--- config.mk ---
export PLATFORM = sky130hd
export DESIGN_NAME = twospeed_clk_ctrl
export DESIGN_NICKNAME = d
export VERILOG_FILES = /design/src/rtl/tsc_pkg.sv /design/src/rtl/tsc_control.sv /design/src/rtl/tsc_datapath.sv /design/src/rtl/twospeed_clk_ctrl.sv
export SDC_FILE = /design/constraint.sdc
export NUM_CORES = 1
export LEC_CHECK = 0
export ABC_CLOCK_PERIOD_IN_PS = 4700
export BUFFER_PORTS_ARGS = -buffer_cell sky130_fd_sc_hd__buf_2
export CAP_MARGIN = 20
export CORE_MARGIN = 4
export CORE_UTILIZATION = 58
export CTS_CLUSTER_SIZE = 28
export DETAILED_ROUTE_END_ITERATION = 8
export GPL_ROUTABILITY_DRIVEN = 0
export PLACE_DENSITY = 0.79
export SYNTH_ARGS = -nofsm -noshare
export SYNTH_HDL_FRONTEND = slang
export SYNTH_SLANG_ARGS = --single-unit
--- constraint.sdc ---
create_clock -name clk -period 4.7 [get_ports clk]
set_clock_uncertainty 0.05 [all_clocks]
set_input_delay 0.94 -clock clk [delete_from_list [all_inputs] [get_ports clk]]
set_output_delay 0.94 -clock clk [all_outputs]
set_load 0.02 [all_outputs]
--- src/rtl/tsc_pkg.sv ---
package tsc_pkg;

  typedef enum logic [1:0] {
    ST_WAIT  = 2'd0,
    ST_COUNT = 2'd1,
    ST_READY = 2'd2,
    ST_SLEEP = 2'd3
  } tscState_e;

  typedef struct packed {
    logic cntClr;
    logic cntInc;
    logic doneSet;
    logic doneClr;
  } tscCtl_s;

  localparam logic [1:0] SRC_CFG = 2'b00;
  localparam logic [1:0] SRC_SEC = 2'b01;

  function automatic logic isCrystal(input logic [2:0] mode);
    return mode <= 3'd2;
  endfunction

endpackage

--- src/rtl/tsc_control.sv ---
module tsc_control
  import tsc_pkg::*;
(
  input  logic      clk,
  input  logic      rstN,
  input  logic      porDone,
  input  logic      sleepReq,
  input  logic      extEdge,
  input  logic      crystal,
  input  logic      lastEdge,
  output tscCtl_s   ctl,
  output tscState_e state
);

  tscState_e nextState;

  always_ff @(posedge clk or negedge rstN) begin
    if (!rstN) state <= ST_WAIT;
    else       state <= nextState;
  end

  always_comb begin
    nextState   = state;
    ctl         = '0;
    unique case (state)
      ST_WAIT: begin
        ctl.cntClr = 1'b1;
        if (porDone) nextState = sleepReq ? ST_SLEEP : ST_COUNT;
      end
      ST_COUNT: begin
        if (sleepReq) begin
          ctl.cntClr  = 1'b1;
          ctl.doneClr = 1'b1;
          nextState   = ST_SLEEP;
        end else if (!crystal) begin
          ctl.doneSet = 1'b1;
          nextState   = ST_READY;
        end else if (extEdge) begin
          ctl.cntInc = 1'b1;
          if (lastEdge) begin
            ctl.doneSet = 1'b1;
            nextState   = ST_READY;
          end
        end
      end
      ST_READY: begin
        if (sleepReq) begin
          ctl.cntClr  = 1'b1;
          ctl.doneClr = 1'b1;
          nextState   = ST_SLEEP;
        end else if (extEdge) begin
          ctl.cntInc = 1'b1;
        end
      end
      ST_SLEEP: begin
        ctl.cntClr  = 1'b1;
        ctl.doneClr = 1'b1;
        if (!sleepReq) nextState = ST_COUNT;
      end
      default: nextState = ST_WAIT;
    endcase
  end

  AST_WAIT_FOR_POR: assert property (@(posedge clk) disable iff (!rstN)
    (state == ST_WAIT && !porDone) |=> (state == ST_WAIT));

  AST_SLEEP_ENTRY: assert property (@(posedge clk) disable iff (!rstN)
    (state != ST_WAIT && sleepReq) |=> (state == ST_SLEEP));

  AST_WAKE_REARM: assert property (@(posedge clk) disable iff (!rstN)
    (state == ST_SLEEP && !sleepReq) |=> (state == ST_COUNT));

endmodule

--- src/rtl/tsc_datapath.sv ---
module tsc_datapath
  import tsc_pkg::*;
#(
  parameter int OST_EDGES = 1024
) (
  input  logic       clk,
  input  logic       rstN,
  input  tscCtl_s    ctl,
  input  logic       srcSelWrEn,
  input  logic [1:0] srcSelWrData,
  input  logic [2:0] primaryMode,
  input  logic       ieso,
  input  logic       failSafeEn,
  output logic [1:0] srcSelQ,
  output logic       lastEdge,
  output logic       doneQ,
  output logic       selPrimary,
  output logic       selInternal,
  output logic       selSecondary
);

  localparam int CNT_W = $clog2(OST_EDGES + 1);
  localparam logic [CNT_W-1:0] CNT_MAX  = CNT_W'(OST_EDGES);
  localparam logic [CNT_W-1:0] CNT_LAST = CNT_W'(OST_EDGES - 1);

  logic [CNT_W-1:0] edgeCnt;
  logic             crystal;
  logic             fastStart;

  always_ff @(posedge clk or negedge rstN) begin
    if (!rstN)           srcSelQ <= SRC_CFG;
    else if (srcSelWrEn) srcSelQ <= srcSelWrData;
  end

  always_ff @(posedge clk or negedge rstN) begin
    if (!rstN)                                  edgeCnt <= '0;
    else if (ctl.cntClr)                        edgeCnt <= '0;
    else if (ctl.cntInc && edgeCnt != CNT_MAX)  edgeCnt <= edgeCnt + 1'b1;
  end

  always_ff @(posedge clk or negedge rstN) begin
    if (!rstN)            doneQ <= 1'b0;
    else if (ctl.doneClr) doneQ <= 1'b0;
    else if (ctl.doneSet) doneQ <= 1'b1;
  end

  assign lastEdge  = (edgeCnt == CNT_LAST);
  assign crystal   = isCrystal(primaryMode);
  assign fastStart = (ieso || failSafeEn) && crystal;

  always_comb begin
    selPrimary   = 1'b0;
    selInternal  = 1'b0;
    selSecondary = 1'b0;
    if (srcSelQ == SRC_SEC)                selSecondary = 1'b1;
    else if (srcSelQ != SRC_CFG)           selInternal  = 1'b1;
    else if (fastStart && !doneQ)          selInternal  = 1'b1;
    else                                   selPrimary   = 1'b1;
  end

  AST_ONE_SOURCE: assert property (@(posedge clk) disable iff (!rstN)
    $countones({selPrimary, selInternal, selSecondary}) == 1);

  AST_CNT_LIMIT: assert property (@(posedge clk) disable iff (!rstN)
    edgeCnt <= CNT_MAX);

  AST_SEL_HELD: assert property (@(posedge clk) disable iff (!rstN)
    !srcSelWrEn |=> $stable(srcSelQ));

  AST_DONE_ON_LAST: assert property (@(posedge clk) disable iff (!rstN)
    ($rose(doneQ) && $past(crystal)) |-> ($past(edgeCnt) == CNT_LAST));

  AST_SLEEP_CLEARS: assert property (@(posedge clk) disable iff (!rstN)
    ctl.doneClr |=> (!doneQ && edgeCnt == '0));

endmodule

--- src/rtl/twospeed_clk_ctrl.sv ---
module twospeed_clk_ctrl
  import tsc_pkg::*;
#(
  parameter int OST_EDGES = 1024
) (
  input  logic       clk,
  input  logic       rstN,
  input  logic       porDone,
  input  logic       sleepReq,
  input  logic       extEdge,
  input  logic [2:0] primaryMode,
  input  logic       ieso,
  input  logic       failSafeEn,
  input  logic       srcSelWrEn,
  input  logic [1:0] srcSelWrData,
  output logic [1:0] srcSelQ,
  output logic       selPrimary,
  output logic       selInternal,
  output logic       selSecondary,
  output logic       intRunning,
  output logic       secRunning,
  output logic       ostDone
);

  tscCtl_s   ctl;
  tscState_e state;
  logic      lastEdge;
  logic      crystal;

  assign crystal = isCrystal(primaryMode);

  tsc_control u_control (
    .clk      (clk),
    .rstN     (rstN),
    .porDone  (porDone),
    .sleepReq (sleepReq),
    .extEdge  (extEdge),
    .crystal  (crystal),
    .lastEdge (lastEdge),
    .ctl      (ctl),
    .state    (state)
  );

  tsc_datapath #(.OST_EDGES(OST_EDGES)) u_datapath (
    .clk          (clk),
    .rstN         (rstN),
    .ctl          (ctl),
    .srcSelWrEn   (srcSelWrEn),
    .srcSelWrData (srcSelWrData),
    .primaryMode  (primaryMode),
    .ieso         (ieso),
    .failSafeEn   (failSafeEn),
    .srcSelQ      (srcSelQ),
    .lastEdge     (lastEdge),
    .doneQ        (ostDone),
    .selPrimary   (selPrimary),
    .selInternal  (selInternal),
    .selSecondary (selSecondary)
  );

  assign intRunning = selInternal;
  assign secRunning = selSecondary;

endmodule

### After elaboration in Yosys (flattened, before gate mapping)

Index checks and enable logic that the tools add are counted.

| cells by class | value |
|---|---|
| mux-type cells | 32 |
| reductions and logical operators | 12 |
| order comparisons | 1 |
| add/subtract/negate cells | 1 |
| eq/ne operators | 11 |

Operators with widths:

| kind | number |
|---|---|
| 2-to-1 mux 11 bit | 2 |
| 2-to-1 mux 2 bit | 10 |
| 2-to-1 mux 1 bit | 16 |
| adder 11 x 1 -> 11 bit, second input constant | 1 |
| equality test 11 x 10 -> 1 bit, second input constant | 1 |
| != test 11 bit, second input constant | 1 |
| != test 4 bit, second input constant | 2 |
| case mux 2 bit (4 select lines) | 1 |
| != test 2 bit, second input constant | 3 |
| case mux 1 bit (2 select lines) | 3 |
| nonzero test 2 bit | 3 |
| AND reduction 5 bit | 1 |
| equality test 2 x 1 -> 1 bit, second input constant | 2 |
| equality test 2 bit, second input constant | 2 |
| OR reduction 2 bit | 2 |
| <= comparator 3 x 2 -> 1 bit, second input constant | 1 |
| logical AND 1 bit | 3 |
| logical NOT 2 bit | 1 |
| logical NOT 1 bit | 1 |
| logical OR 1 bit | 1 |

| word-level totals | value |
|---|---|
| input port bits | 13 |
| flip-flop bits (word level) | 16 |
| logic and storage cells | 61 |

### Longest topological paths before layout

| depth | value |
|---|---|
| depth in word-level cells | 9 |
| depth in mapped cells | 8 |
| gate-level depth less buffers | 6 |

### By module

From an unflattened synthesis, not the netlist that was laid out.

| unflattened totals | value |
|---|---|
| cells, all modules | 112 |
| area, all modules | 1072.3 sq um |

Modules (own cells, without submodules):

| module | cells an instance | sequential area each (sq um) | times used | area each (sq um) |
|---|---|---|---|---|
| tsc_datapath | 80 | 350.3 | 1 | 778.2 |
| tsc_control | 29 | 50.0 | 1 | 270.3 |
| twospeed_clk_ctrl | 3 | 0.0 | 1 | 23.8 |

### Worst setup path after synthesis

Ideal clock, no wire load.

| timing | value |
|---|---|
| path type | input -> output |
| start point | in primaryMode[1] |
| end point | out selInternal |
| arrival | 2.175 ns |
| path slack | 1.535 ns |
| stages on the path | 5 |
| required time | 3.710 ns |
| cells stage by stage | a21o_1 > nor3_1 > nor3_1 > nor2_1 > buf_4 |

| on the way | value |
|---|---|
| cells in the longest elaborated chain, start to end | 6 |

Ends and longest elaborated chain:

| element | RTL line | source |
|---|---|---|
| start, declared | twospeed_clk_ctrl.sv:11 | `input logic [2:0] primaryMode,` |
| <= comparator 3 x 2 -> 1 bit | tsc_pkg.sv:21 | `return mode <= 3'd2;` |
| logical AND 1 bit | tsc_datapath.sv:49 | `assign fastStart = (ieso \|\| failSafeEn) && crystal;` |
| logical AND 1 bit | tsc_datapath.sv:57 | `else if (fastStart && !doneQ) selInternal = 1'b1;` |
| 2-to-1 mux 1 bit | tsc_datapath.sv:57 |  |
| 2-to-1 mux 1 bit | tsc_datapath.sv:56 | `else if (srcSelQ != SRC_CFG) selInternal = 1'b1;` |
| 2-to-1 mux 1 bit | tsc_datapath.sv:55 | `if (srcSelQ == SRC_SEC) selSecondary = 1'b1;` |
| end, declared | twospeed_clk_ctrl.sv:18 | `output logic selInternal,` |

No other way between the ends.

### Final worst setup path

Same ends and word-level chain as after synthesis.

==> reports/results.ini <==
[run_status]
status=completed

[grt]
track_usage_pct=20.8
grt_overflow=0
grt_start_max_net_pins=22
antenna_found_initial=0
grt_pass1_vias=995
grt_pass1_wl_um=4260

[hold_path]
hp-class=in2async

[worst_setup_path]
slowest_delay_ns=0.24
start_kind=input pin
crit_chain=buf_2 > a21o_1 > nor3_1 > nor3_1 > nor2_1 > buf_2
critPathMaxFanout=5
cp.arrival_ns=1.82
worstPathBufferInverterCount=2
path_delay_family=simple AND/OR/NAND/NOR gates
crit_type=in2out
reg2reg_depth=6
cp_slowest_cell=a21o_1
cp.depth=6
crit_required_ns=3.71
worstSetupEndpointType=output port

[synthesis]
ys_seq_elements=16
yosys_warnings=0
syn_nets=141
synth_edf_count=0
synth_cells=121
avgSynthCellArea_um2=9.10
netlist-cell-type-count=33
seq_area_frac_synth_pct=36.4
netlist_area_um2=1100
synth_area_leaders=dfrtp_1 36%, ha_1 8.0%, o31ai_1 6.1%
synth_ff_type=dfrtp_1
synth_top_area_share_pct=36.4
yosys.area.top_type=dfrtp_1
async_reset_ff_share_pct=100

[timing]
rsz0062_at_grt=no
fin_setup_tns_ns=0
fmax_ghz=0.355
slew_headroom_pct=58.9
tightestPinTransition_ns=0.616
report.final.slew_viol_count=0
setup_viol=0
hold_violations=0
fin_crit_ns=2.81
period_share_pct=59.9
holdWs_ns=0.492

[cells_and_area]
final_common_cell=buf_2
multi_input_area_um2=632
num_antenna_cells=0
register_area_um2=400
final_cell_mix=20 x buf_2, 16 x dfrtp_1, 11 x nand2_1, 11 x a21oi_1
nets=161
syn2layout_area_growth_pct=12.0
drive_above_1_share_pct=22.1
nFillCells=170

[floorplanning]
rows=15
start_util_pct=62.4
fp.dieArea_um2=2660
die_x_um=51.6
core_area_um2=1760
ioPinCount=21
die_h_um=51.6

[cts]
clock_path_buffers=2
path_clk_slew_ns=0.09
cts_buffers=3
cts_tree=yes
cts_setup_buffers=0
h-tree-depth=1
clk_latency_ns=0.29
cts_root_buffer=clkbuf_4
clkSinkCount=16
ctsResizeCount=0
hold_buffers=0

[placed_design]
io_buffers=20
dp_hpwl_um=1850

[route]
route.top_layer_used=met4
wl_met1_um=1030
met3_length_um=131
vias_per_cell=6.19
drt_wl_total_um=2360
wl_met2_um=1140
first_pass_iters=5
drc=0
num_vias=1021
ant_nets=0
avgRoutedWirePerCell_um=14.3
drtIter0Drc=26

[power]
ir_drop_uv=395
power_w=0.000469
power_density_nw_per_um2=380
leakagePower_nw=0.515

[flow_run]
max-cap-violations=0

-- sequential cells by signal, indices dropped and copies added (netlist names) --
register            flops
u_datapath.doneQ        1
u_datapath.srcSelQ      2
u_control.state         2
u_datapath.edgeCnt     11
-- stage by stage --
| stage | setup slack [ns] | instance area [µm²] | utilization, % | instances |
|---|---|---|---|---|
| floorplan | 1.54 | 1100 | - | 121 |
| global placement | 1.93 | 1200 | 67.9 | 161 |
| detailed placement | 1.89 | 1200 | 67.9 | 161 |
| CTS | 1.88 | 1230 | 69.9 | 165 |
| global route | 1.73 | 1230 | 69.9 | 165 |
| finish | 1.89 | 1230 | 69.9 | 165 |
-- Yosys cell counts (2+ instances only) --
library cell  instances
buf_4                 4
nor4_1                2
nor2_1                5
nand2_1              11
nor3_1                4
nor2b_1               2
ha_1                  7
dfrtp_1              16
nand3_1               3
and2_1                3
or4_1                 9
nand4_1               4
o31ai_1               9
nand2b_1              2
o311ai_0              2
mux2_2                3
inv_1                 9
a21oi_1              11
-- final cells by class --
type | instances | share of cell area, %
repair buffers | 20 | 8.11
inverters | 9 | 2.74
well taps | 25 | 2.54
flip-flops and latches | 16 | 32.5
clock buffers | 4 | 2.94
multi-input cells | 91 | 51.2
-- logic make-up (layout without fill, tap and decap cells) --
kind of cell             after synthesis  in the layout  share of synthesized area [%]
AO/OA/AOI/OAI                         32             32                           20.8
AND/OR/NAND/NOR                       48             48                           24.7
buffers and inverters                 14             33                           6.25
multiplexers                           4              4                           3.98
flip-flops                            16             16                           36.4
adder cells (fa/ha/maj)                7              7                           7.95
-- where the power goes --
group | internal (W) | switching, W
clock | 0.0000472 | 0.0000445
sequential | 0.000154 | 0.0000156
combinational | 0.0000824 | 0.000125
total | 0.000284 | 0.000185
-- worst reg2reg max path, delay by kind of cell (launching register included) --
family | cells | cell delay, ns
buf+inv | 1 | 0.06
compound gates | 1 | 0.18
simple gates | 3 | 1.12
flops | 1 | 0.42
fa+ha+maj | 1 | 0.18
-- layer usage --
metal  up-vias  global-route usage (%)
met5         -                       0
met4         0                    9.17
met3        11                    2.58
met2        37                    34.5
met1       475                    27.1
li1        498                       -
-- final timing paths --
kind | from | slack, ns | end
worst max register to register | u_datapath.edgeCnt[0]$_DFFE_PN0P_ | 2.62 | u_datapath.edgeCnt[4]$_DFFE_PN0P_
min in group clk | u_datapath.srcSelQ[0]$_DFFE_PN0P_ | 0.50 | u_datapath.srcSelQ[0]$_DFFE_PN0P_
worst min-delay path | rstN | 0.49 | u_datapath.edgeCnt[6]$_DFFE_PN0P_
max in group asynchronous | rstN | 3.85 | u_control.state[0]$_DFFE_PN0P_
worst min register to register | u_datapath.srcSelQ[0]$_DFFE_PN0P_ | 0.50 | u_datapath.srcSelQ[0]$_DFFE_PN0P_
worst max-delay path | primaryMode[1] | 1.89 | selInternal
(Power assumes the default switching activity.)
